===== src/rtl/tstamp_pkg.sv =====
package tstamp_pkg;

    // width of a timing marker and of the pending counter
    parameter int unsigned MARK_W = 8;
    // a multi-tick stands for the largest value the counter can hold
    localparam int unsigned MULTI_SPAN = (1 << MARK_W) - 1;

    typedef enum logic [1:0] {
        KIND_TRACE = 2'b00,
        KIND_TICK  = 2'b01,
        KIND_MULTI = 2'b10
    } msg_kind_e;

    // marker value carried in the low bits of the payload
    function automatic logic [MARK_W-1:0] marker_value(msg_kind_e k);
        logic [MARK_W-1:0] v;
        case (k)
            KIND_TICK:  v = MARK_W'(1);
            KIND_MULTI: v = MARK_W'(MULTI_SPAN);
            default:    v = '0;
        endcase
        return v;
    endfunction

endpackage


===== src/rtl/tick_accum.sv =====
module tick_accum
    import tstamp_pkg::*;
#(
    parameter int unsigned CNT_W = MARK_W
) (
    input  logic             clk,
    input  logic             rst,
    input  logic             en,
    input  logic             idle,
    input  logic             take_tick,
    input  logic             take_multi,
    output logic [CNT_W-1:0] cnt,
    output logic             cnt_zero,
    output logic             cnt_full
);
    localparam logic [CNT_W-1:0] FULL = {CNT_W{1'b1}};

    logic [CNT_W-1:0] base;
    logic [CNT_W-1:0] cnt_nxt;

    always_comb begin
        if (take_multi)
            base = '0;
        else if (take_tick)
            base = cnt - CNT_W'(1);
        else
            base = cnt;

        if (!en)
            cnt_nxt = '0;
        else if (idle && base != FULL)
            cnt_nxt = base + CNT_W'(1);
        else
            cnt_nxt = base;
    end

    always_ff @(posedge clk) begin
        if (rst)
            cnt <= '0;
        else
            cnt <= cnt_nxt;
    end

    assign cnt_zero = (cnt == '0);
    assign cnt_full = (cnt == FULL);


    multi_restart_chk: assert property (@(posedge clk) disable iff (rst)
        (en && take_multi) |=> (cnt <= CNT_W'(1)));


    tick_step_chk: assert property (@(posedge clk) disable iff (rst)
        (en && take_tick) |=> (cnt == $past(cnt) - CNT_W'(1)));


    stall_hold_chk: assert property (@(posedge clk) disable iff (rst)
        (en && !idle && !take_tick && !take_multi) |=> (cnt == $past(cnt)));


    off_clear_chk: assert property (@(posedge clk) disable iff (rst)
        !en |=> (cnt == '0));


    sat_hold_chk: assert property (@(posedge clk) disable iff (rst)
        (en && cnt_full && !take_multi) |=> (!en || cnt_full));

endmodule


===== src/rtl/tick_select.sv =====
module tick_select
    import tstamp_pkg::*;
(
    input  logic      en,
    input  logic      in_valid,
    input  logic      cnt_zero,
    input  logic      cnt_full,
    input  logic      out_ready,
    output logic      out_valid,
    output msg_kind_e out_kind,
    output logic      in_ready,
    output logic      take_tick,
    output logic      take_multi,
    output logic      idle
);
    logic want_multi;
    logic want_tick;
    logic want_trace;

    always_comb begin
        want_multi = en && cnt_full;
        want_tick  = en && !cnt_full && in_valid && !cnt_zero;
        want_trace = in_valid && (!en || cnt_zero);

        out_valid = want_multi || want_tick || want_trace;
        if (want_multi)
            out_kind = KIND_MULTI;
        else if (want_tick)
            out_kind = KIND_TICK;
        else
            out_kind = KIND_TRACE;

        in_ready   = want_trace && out_ready;
        take_multi = want_multi && out_ready;
        take_tick  = want_tick && out_ready;
        idle       = !in_valid;
    end

endmodule


===== src/rtl/tick_stamper.sv =====
module tick_stamper
    import tstamp_pkg::*;
#(
    parameter int unsigned DATA_W = 16
) (
    input  logic              clk,
    input  logic              rst,
    input  logic              en,
    input  logic              in_valid,
    input  logic [DATA_W-1:0] in_data,
    output logic              in_ready,
    output logic              out_valid,
    output logic [1:0]        out_kind,
    output logic [DATA_W-1:0] out_data,
    input  logic              out_ready
);
    localparam int unsigned PAD_W = DATA_W - MARK_W;

    logic [MARK_W-1:0] cnt;
    logic              cnt_zero;
    logic              cnt_full;
    logic              take_tick;
    logic              take_multi;
    logic              idle;
    msg_kind_e         kind;

    tick_accum #(.CNT_W(MARK_W)) u_accum (
        .clk        (clk),
        .rst        (rst),
        .en         (en),
        .idle       (idle),
        .take_tick  (take_tick),
        .take_multi (take_multi),
        .cnt        (cnt),
        .cnt_zero   (cnt_zero),
        .cnt_full   (cnt_full)
    );

    tick_select u_select (
        .en         (en),
        .in_valid   (in_valid),
        .cnt_zero   (cnt_zero),
        .cnt_full   (cnt_full),
        .out_ready  (out_ready),
        .out_valid  (out_valid),
        .out_kind   (kind),
        .in_ready   (in_ready),
        .take_tick  (take_tick),
        .take_multi (take_multi),
        .idle       (idle)
    );

    assign out_kind = kind;

    generate
        if (PAD_W > 0) begin : g_pad
            always_comb
                out_data = (kind == KIND_TRACE) ? in_data
                         : {{PAD_W{1'b0}}, marker_value(kind)};
        end else begin : g_nopad
            always_comb
                out_data = (kind == KIND_TRACE) ? in_data
                         : DATA_W'(marker_value(kind));
        end
    endgenerate


    multi_prio_chk: assert property (@(posedge clk) disable iff (rst)
        (en && cnt == {MARK_W{1'b1}}) |-> (out_valid && out_kind == KIND_MULTI));


    trace_order_chk: assert property (@(posedge clk) disable iff (rst)
        (en && out_valid && out_kind == KIND_TRACE) |-> (cnt == '0));


    accept_chk: assert property (@(posedge clk) disable iff (rst)
        in_ready |-> (out_ready && out_valid && out_kind == KIND_TRACE));


    pass_data_chk: assert property (@(posedge clk) disable iff (rst)
        in_ready |-> (out_data == in_data));

endmodule


===== config.mk =====
export PLATFORM = sky130hd
export DESIGN_NAME = tick_stamper
export DESIGN_NICKNAME = d
export VERILOG_FILES = /design/src/rtl/tstamp_pkg.sv /design/src/rtl/tick_accum.sv /design/src/rtl/tick_select.sv /design/src/rtl/tick_stamper.sv
export SDC_FILE = /design/constraint.sdc
export NUM_CORES = 1
export LEC_CHECK = 0
export BUFFER_PORTS_ARGS = -buffer_cell sky130_fd_sc_hd__buf_2
export CORE_MARGIN = 5
export CORE_UTILIZATION = 52
export DETAILED_ROUTE_END_ITERATION = 16
export GPL_TIMING_DRIVEN = 0
export PLACE_DENSITY_LB_ADDON = 0.25
export SETUP_SLACK_MARGIN = 0.15
export SLEW_MARGIN = 25
export SYNTH_ARGS = -nofsm -noshare
export SYNTH_HDL_FRONTEND = slang
export SYNTH_SLANG_ARGS = --single-unit

===== constraint.sdc =====
create_clock -name clk -period 7.3 [get_ports clk]
set_input_delay 0.73 -clock clk [delete_from_list [all_inputs] [get_ports clk]]
set_output_delay 0.73 -clock clk [all_outputs]
set_load 0.01 [all_outputs]

---- Yosys cells after proc, flatten, opt, wreduce, memory -nomap -nowiden ----
Cells that the tools add are included.
storage, ports and cells
  bits in registers ....................... 8
  output and inout bits ................... 20
operators by class
  bitwise gates (word level) .............. 1
  equality and inequality tests ........... 4
  multiplexer cells ....................... 7
  reductions and logical operators ........ 19
  $add $sub $neg .......................... 2
operator list
  cell                                                                    count
  8-bit 2-to-1 mux                                                        3
  16-bit 2-to-1 mux                                                       1
  8-bit case mux with 2 select lines                                      1
  1-bit logical AND                                                       9
  8-bit by 1-bit adder with 8-bit output (second input constant)          1
  8-bit equality test (second input constant)                             1
  8-bit logical NOT                                                       1
  8-bit != test (second input constant)                                   1
  8-bit by 1-bit subtractor with 8-bit output (second input constant)     1
  1-bit logical NOT                                                       4
  1-bit logical OR                                                        3
  2-bit by 1-bit equality test with 1-bit output (second input constant)  1
  2-bit equality test (second input constant)                             1
  2-bit logical NOT                                                       1
  2-bit 2-to-1 mux                                                        1
  2-bit OR reduction                                                      1
  1-bit 2-to-1 mux                                                        1
  1-bit inverter                                                          1

---- Depth between registers and ports, before layout ----
Gate-level depths: netlist of run 1.
  depth after elaboration ................. 11
  mapped depth ............................ 12
  mapped depth without buffers ............ 12

---- Hierarchy ----
From an unflattened synthesis of run 1, not the netlist that was laid out.
second synthesis, totals
  cell total of the unflattened synthesis .. 130
  area, all modules ....................... 1079.8 um^2
modules (own cells, without submodules)
  module        cells an instance  sequential area each (um^2)  area an instance (um^2)  times used
  tick_accum    98                 160.2                        790.8                    1
  tick_stamper  22                 0.0                          226.5                    1
  tick_select   10                 0.0                          62.6                     1

---- Worst setup path before layout of run 1 ----
OpenSTA, ideal clock, no wires.
  kind .................................... register to register
  start ................................... register u_accum.cnt[0]
  end ..................................... register u_accum.cnt[1]
  setup time .............................. 0.121 ns
  cell stages (with the launch flop) ...... 13
  arrival time ............................ 2.654 ns
  setup slack ............................. 4.525 ns
  cell sequence ........................... dfxtp_1 -> inv_1 -> ha_1 -> or3b_1 -> nor3_2 -> nor4_1 -> or2_2 -> ha_1 -> a21boi_0 -> and2_1 -> a31oi_1 -> mux2i_1 -> nor2_1
on the way
  word-level cells in the longest chain between the ends .. 11
  elaborated cells on any way between the ends .. 17
RTL lines
  element                                                                                              RTL line          source
  start: declaration                                                                                   tick_accum.sv:12  output logic [CNT_W-1:0] cnt,
  start signal: assignment                                                                             tick_accum.sv:41  cnt <= cnt_nxt;
  parallel branches: the longest is 7 deep, another holds 8-bit by 1-bit subtractor with 8-bit output  -
  8-bit 2-to-1 mux *                                                                                   tick_accum.sv:22  if (take_multi)
  parallel branches: the longest is 2 deep, another holds 8-bit by 1-bit adder with 8-bit output       -
  8-bit 2-to-1 mux *                                                                                   tick_accum.sv:31  else if (idle && base != FULL)
Mark *: on every way between the ends.
A chain may end at the register's enable or synchronous reset.

---- Final worst setup path of run 1 ----
Same ends and word-level chain as after synthesis.

==> results.sh, run 1 <==
export IMPL_tns_ns=0
export IMPL_slew_headroom_pct=53.5
export IMPL_port_buffers=39
export IMPL_status="complete, no violations"
export IMPL_route_detailed_drc=0
export IMPL_hp_class="input port to flop"
export IMPL_cts_tree="built"
export IMPL_power_switching_uw=41.2
export IMPL_die_x_um=54.4
export IMPL_place_congestion=0.928
export IMPL_io_pins=41
export IMPL_ir_drop_mv=0.103
export IMPL_hpwl_um=2330
export IMPL_rr_endpoint="u_accum.cnt[1]"
export IMPL_cp_end_kind="flop"
export IMPL_p_seq_share_pct=36.6
export IMPL_power_density_mw_per_mm2=98.1
export IMPL_via_per_inst=5.67
export IMPL_drt_total_wl_um=2830
export IMPL_gr_total_overflow=0
export IMPL_netlist_area_mm2=0.00103
export IMPL_synthTopCellsByArea="dfxtp_1, nor2b_1, a21o_1"
export IMPL_row_count=16
export IMPL_layout_nets=210
export IMPL_top_usage_layer="met2"
export IMPL_grt_pass1_vias=1008
export IMPL_synthArstFlopShare_pct=0
export IMPL_top_register="u_accum.cnt"
export IMPL_combPwrFrac_pct=35.8
export IMPL_rsz0062_at_grt="false"
export IMPL_clk_pin_slew_ns=0.05
export IMPL_ctsHtreeMaxLevel=1
export IMPL_clk_latency_ns=0.26
export IMPL_intPower_uw=84.3
export IMPL_crit_required_ns=7.43
export IMPL_r2r_slack_ns=4.17
export IMPL_cts_path_max_buffers=2
export IMPL_met3_usage_pct=2.45
export IMPL_synth_cells=141
export IMPL_fmax_mhz=320
export IMPL_drt_first_pass_iters=4
export IMPL_drtIter0Drc=32
export IMPL_synth_fp_nets=166
export IMPL_fin_crit_sh_pct=42.8
export IMPL_numCtsBuffers=3
export IMPL_synth_seq_cells=8
export IMPL_slew_violations=0
export IMPL_start_util_pct=53.5
export IMPL_timing_rr_start="u_accum.cnt[0]"
export IMPL_coreArea_mm2=0.00192
export IMPL_globalRouteMet1Util_pct=27.9
export IMPL_multi_input_area_um2=811
export IMPL_area_growth_synth_to_final_pct=24.5
export IMPL_grtUsageMet2_pct=32.7
export IMPL_setup_viol_count_final=0
export IMPL_synth_edff_count=0
export IMPL_ff_latch_area_um2=160
export IMPL_avgSynthCellArea_um2=7.29
export IMPL_fin_skew_ns=0.00762
export IMPL_track_usage_pct=20.9
export IMPL_clkSinkCount=8
export IMPL_synth_top_area_cell="dfxtp_1"
export IMPL_cts_root_buf="clkbuf_4"
export IMPL_yosysUniqueCellTypes=50
export IMPL_critPathArrivalTime_ns=3.26
export IMPL_critPathLaunchType="flop"
export IMPL_grt_pass1_wl_um=4500
export IMPL_diodes=0
export IMPL_die_y_um=54.4
export IMPL_yosys_area_top_type_share_pct=15.6
export IMPL_drive_above_1_share_pct=31.1
export IMPL_antenna_found_initial=0
export IMPL_endpoint="u_accum.cnt[1]"
export IMPL_fin_crit_ns=3.13
export IMPL_synthFlopType="dfxtp_1"
export IMPL_vias=1191
export IMPL_largest_register_ffs=8
export IMPL_cp_max_fo=9
export IMPL_p_total_uw=125
export IMPL_post_cts_buffers=0
export IMPL_reg2reg_depth=12
export IMPL_critPathKind="flop to flop"
export IMPL_tightest_slew_ns=0.692
export IMPL_critPathLaunch="u_accum.cnt[0]"
export IMPL_reg_top3="u_accum.cnt: 8 flops"
export IMPL_cts_resized=0
export IMPL_avgRoutedWirePerCell_um=13.5
export IMPL_seq_area_frac_synth_pct=15.6
export IMPL_ys_warn_count=0
export IMPL_hold_viol_final=0
export IMPL_cts_hold_buffers=0
export IMPL_dieArea_mm2=0.00296
export IMPL_swShare_pct=32.8
export IMPL_leakage_uw=0.000612
export IMPL_clock_power_share_pct=27.7
export IMPL_grt_max_degree=11
export IMPL_maxCapViolations=0
export IMPL_n_fill_cell=175
export IMPL_ant_nets=0
-- power by group through the flow --
stage	registers [uW]	logic [uW]	clock network [uW]
4_1_cts	45.9	44.9	35.3
2_1_floorplan	46.4	28.3	0
6_report	45.9	44.9	34.7
5_1_grt	46.1	49.8	40.0
3_5_place_dp	46.8	44.7	0
3_3_place_gp	46.8	43.8	0
-- through the flow --
stage	area, um^2	hold WS [ns]	worst slack (ns)	instances	util (%)
2_1_floorplan	1030	0.676	4.52	141	-
3_3_place_gp	1260	0.737	4.21	207	65.4
3_5_place_dp	1260	0.756	4.17	207	65.4
4_1_cts	1280	0.762	4.17	210	66.5
5_1_grt	1280	0.776	3.93	210	66.5
6_report	1280	0.767	4.17	210	66.5
-- metal layers --
layer  vias to the layer above  share of wire (%)
met5                         -                  0
li1                        611                  -
met3                         5                1.8
met4                         0                1.6
met1                       556                 46
met2                        19                 51
-- worst min path at each step --
stage,depth (start not counted),end,from
4_1_cts,4,u_accum.cnt[2],rst
3_5_place_dp,4,u_accum.cnt[6],u_accum.cnt[5]
5_1_grt,4,u_accum.cnt[2],rst
2_1_floorplan,4,u_accum.cnt[6],u_accum.cnt[5]
3_3_place_gp,4,u_accum.cnt[6],u_accum.cnt[5]
6_report,4,u_accum.cnt[2],rst
-- placed cells by master (no fill, tap or decap), types with 2 or more instances in the layout --
cell type  synthesis  final
or2_2              4      4
clkbuf_1           3      3
nand3_1            4      4
mux2i_1            3      3
clkbuf_4           0      3
nand2b_1           4      4
o21ai_0            3      3
o211ai_1           2      2
a21oi_1            8      8
a31oi_1            2      2
nor2_1            11     11
nand2_1            9      9
or3_1              2      2
dfxtp_1            8      8
inv_1              5      5
buf_2              0     39
nor3_1             9      9
nand4_1            2      2
nor2b_1           12     12
ha_1               4      4
nor3b_1            2      2
nor4_1             2      2
and3_1             4      4
a21o_1             7      7
buf_4              2      2
xnor2_1            2      2
and2_1             2      2
-- Yosys cell counts, types with 2 or more instances --
library cell  number
a21o_1             7
a21oi_1            8
a31oi_1            2
and2_1             2
and3_1             4
buf_4              2
clkbuf_1           3
dfxtp_1            8
ha_1               4
inv_1              5
mux2i_1            3
nand2_1            9
nand2b_1           4
nand3_1            4
nand4_1            2
nor2_1            11
nor2b_1           12
nor3_1             9
nor3b_1            2
nor4_1             2
o211ai_1           2
o21ai_0            3
or2_2              4
or3_1              2
xnor2_1            2
-- cell families (layout without fill, tap and decap cells) --
kind of cell | after synthesis | count (layout) | synth area share (%)
DFF | 8 | 8 | 15.6
adders and majority gates | 4 | 4 | 4.87
xor gates and xnor gates | 2 | 2 | 1.71
muxes | 3 | 3 | 2.92
buffers and inverters | 11 | 53 | 5.48
and+or+nand+nor | 77 | 77 | 44.2
AOI/OAI and AO/OA | 36 | 36 | 25.2
-- critical path, cell delays in order (launching register included) --
cell      delay, ns
dfxtp_1        0.38
inv_1          0.11
ha_1           0.16
or3b_1         0.41
nor3_2         0.33
nor4_1         0.11
or2_2          0.31
ha_1           0.23
a21boi_0       0.13
and2_1         0.20
a31oi_1        0.34
mux2i_1        0.23
nor2_1         0.05
-- area by class of cell --
cell class,count,area share (%)
buffer,6,2.94
clock buffer,3,1.76
inverter,5,1.47
multi-input combinational,122,63.4
sequential,8,12.5
tap,27,2.64
timing repair buffer,39,15.3
Note: power is estimated with default switching activity, not from simulation.
==> run 2: changes to the inputs <==
--- a/config.mk
+++ b/config.mk
@@ -5,9 +5,10 @@
 export SDC_FILE = /design/constraint.sdc
 export NUM_CORES = 1
 export LEC_CHECK = 0
+export ABC_AREA = 1
 export BUFFER_PORTS_ARGS = -buffer_cell sky130_fd_sc_hd__buf_2
 export CORE_MARGIN = 5
-export CORE_UTILIZATION = 52
+export CORE_UTILIZATION = 51
 export DETAILED_ROUTE_END_ITERATION = 16
 export GPL_TIMING_DRIVEN = 0
 export PLACE_DENSITY_LB_ADDON = 0.25
==> constraint.sdc (replaced) <==
create_clock -name clk -period 2.9 [get_ports clk]
set_input_delay 0.29 -clock clk [delete_from_list [all_inputs] [get_ports clk]]
set_output_delay 0.29 -clock clk [all_outputs]
set_load 0.01 [all_outputs]
==> run 2 against run 1 <==
Effect of this change: non-clock buffer count is 2 lower; worst setup slack got worse by 3.8 ns; area after synthesis is 19% higher; global-route usage shrank 3.2 points; clock skew rose by 0.0011 ns; sequential cell count is the same; synthesized cell count is 40% higher; cell count is 27% higher; critical path type unchanged; largest cell class unchanged.
==> results.sh, run 2 <==
export IMPL_hpwl_um=2480
export IMPL_slew_headroom_pct=64.1
export IMPL_netlist_area_mm2=0.00122
export IMPL_clkSinkCount=8
export IMPL_fmax_mhz=397
export IMPL_drt_total_wl_um=2940
export IMPL_synth_commonest_cells="nand2_1, nor2_1, inv_1"
export IMPL_cts_root_buf="clkbuf_4"
export IMPL_fin_crit_sh_pct=87.0
export IMPL_synth_simple_gate_area_share_pct=64.6
export IMPL_synth_top_area_cell="nand2_1"
export IMPL_coreArea_mm2=0.00225
export IMPL_synth_compound_area_share_pct=5.02
export IMPL_track_usage_pct=17.7
export IMPL_seq_area_frac_synth_pct=13.1
export IMPL_diodes=0
export IMPL_cts_resized=0
export IMPL_antenna_found_initial=0
export IMPL_fin_crit_ns=2.52
export IMPL_ys_warn_count=0
export IMPL_power_density_mw_per_mm2=240
export IMPL_cp_end_kind="flop"
export IMPL_die_y_um=59.0
export IMPL_vias=1308
export IMPL_hold_ws_ns=0.410
export IMPL_post_cts_buffers=0
export IMPL_synth_cells=197
export IMPL_synthAdderAreaFrac_pct=4.09
export IMPL_critPathArrivalTime_ns=2.70
export IMPL_clk_pin_slew_ns=0.05
export IMPL_avgSynthCellArea_um2=6.21
export IMPL_dp_slack_ns=0.383
export IMPL_tightest_slew_ns=0.536
export IMPL_dieArea_mm2=0.00348
export IMPL_critPathLaunchType="flop"
export IMPL_final_common_cell="nand2_1"
export IMPL_synthTopCellsByArea="nand2_1, dfxtp_1, nor2_1"
export IMPL_die_x_um=59.0
export IMPL_synthFlopType="dfxtp_1"
export IMPL_cts_tree="built"
export IMPL_synthArstFlopShare_pct=0
export IMPL_numCtsBuffers=3
export IMPL_yosysUniqueCellTypes=29
export IMPL_cts_path_max_buffers=2
export IMPL_grt_pass1_vias=1129
export IMPL_synth_edff_count=0
export IMPL_area_growth_synth_to_final_pct=20.7
export IMPL_critPathMostFrequentCell="nand2_4"
export IMPL_clk_latency_ns=0.25
export IMPL_place_congestion=0.900
export IMPL_layout_nets=266
export IMPL_synth_top_family_by_area="simple AND/OR/NAND/NOR gates"
export IMPL_rsz0062_at_grt="false"
export IMPL_io_pins=41
export IMPL_drtIter0Drc=73
export IMPL_critPathTopFamily="simple AND/OR/NAND/NOR gates"
export IMPL_cts_hold_buffers=0
export IMPL_grt_max_degree=11
export IMPL_slowest_stage="dfxtp_1"
export IMPL_leakage_uw=0.000814
export IMPL_top_register="u_accum.cnt"
export IMPL_max_stage_delay_ns=0.38
export IMPL_critPathKind="flop to flop"
export IMPL_ir_drop_mv=0.396
export IMPL_hold_viol_final=0
export IMPL_synth_seq_cells=8
export IMPL_ant_nets=0
export IMPL_gr_total_overflow=0
export IMPL_hp_class="input port to flop"
export IMPL_path_buf_inv=1
export IMPL_synth_fp_nets=222
export IMPL_setup_viol_count_final=0
export IMPL_largest_register_ffs=8
export IMPL_slew_violations=0
export IMPL_start_util_pct=54.2
export IMPL_synthMuxAreaShare_pct=0
export IMPL_reg_top3="u_accum.cnt: 8 flops"
export IMPL_maxCapViolations=0
export IMPL_ctsHtreeMaxLevel=1
export IMPL_row_count=17
export IMPL_crit_required_ns=3.07
export IMPL_tns_ns=0
export IMPL_yosys_area_top_type_share_pct=15.7
export IMPL_crit_chain="inv_1 > ha_1 > nand2_2 > nor2_4 > nor2_8 > nand3_4 > nand2_1 > nand2_2 > nor2_2 > ha_1 > nand2_4 > nor2_4 > nand2_4 > nand2_4 > o21ai_1 > nor2_1"
export IMPL_status="complete, no violations"
export IMPL_port_buffers=39
export IMPL_synth_xor_area_share_pct=2.15
export IMPL_avgRoutedWirePerCell_um=11.0
export IMPL_grt_pass1_wl_um=4910
export IMPL_cp_max_fo=9
export IMPL_drive_above_1_share_pct=36.4
export IMPL_fin_skew_ns=0.00871
export IMPL_setup_ws_ns=0.378
export IMPL_via_per_inst=4.90
export IMPL_n_fill_cell=226
export IMPL_final_cell_mix="nand2_1, buf_2, nor2_1"
export IMPL_drt_first_pass_iters=4
export IMPL_yosysMostFrequentCell="nand2_1"
export IMPL_p_total_uw=354
export IMPL_route_detailed_drc=0
run 2: changes by cell type after synthesis, sizes merged, moves of 9 or more:
cell   before  now
inv         5   25
nand2       9   64
nand3       5   25
nor2       12   42
nor2b      12    0
nor3       10    1
run 2: final timing paths:
check / cells past startpoint / end / start / slack, ns
worst min register to register: 6 / u_accum.cnt[2] / u_accum.cnt[2] / 0.80
worst max register to register: 16 / u_accum.cnt[6] / u_accum.cnt[0] / 0.38
worst max-delay path: 16 / u_accum.cnt[6] / u_accum.cnt[0] / 0.38
worst min-delay path: 4 / u_accum.cnt[5] / rst / 0.41
run 2: power by group:
part	switching [uW]	total (uW)	leakage [uW]	internal (uW)
Clock	33.0	80.0	0.0000138	47.0
Combinational	94.5	156	0.000736	61.9
Sequential	4.45	118	0.0000649	113
Total	132	354	0.000814	222
run 2: area by class of cell:
class                      count  area [um^2]  share of cell area (%)
timing repair buffer          39          195                    13.2
inverter                      28          106                    7.21
buffer                         4         28.8                    1.95
multi-input combinational    157          927                    62.9
clock buffer                   3         22.5                    1.53
sequential                     8          160                    10.9
tap                           28         35.0                    2.37
run 2: per-stage QoR:
step           cell area (um^2)  instances  util (%)
3_5_place_dp               1450        264      64.4
4_1_cts                    1480        267      65.4
2_1_floorplan              1220        197         -
3_3_place_gp               1450        264      64.4
6_report                   1480        267      65.4
5_1_grt                    1480        267      65.4
run 2: per-layer routing:
| metal | share of wire (%) | vias up | track usage (%) |
|---|---|---|---|
| met2 | 47 | 47 | 30.8 |
| met5 | 0 | - | 0 |
| met4 | 0 | 0 | 0.971 |
| met1 | 44 | 561 | 23.3 |
| li1 | - | 700 | - |
| met3 | 9.5 | 0 | 3.95 |
run 2: cell families after synthesis:
kind of cell | after synthesis
simple gates | 140
flops | 8
compound gates | 10
fa+ha+maj | 4
buf+inv | 32
xor+xnor | 3
run 2: worst register-to-register path, delay by kind of cell (launching register included):
family | cells | cell delay (ns)
and+or+nand+nor | 12 | 1.34
buffers and inverters | 1 | 0.13
adders and majority gates | 2 | 0.53
AOI/OAI and AO/OA | 1 | 0.06
DFF | 1 | 0.38
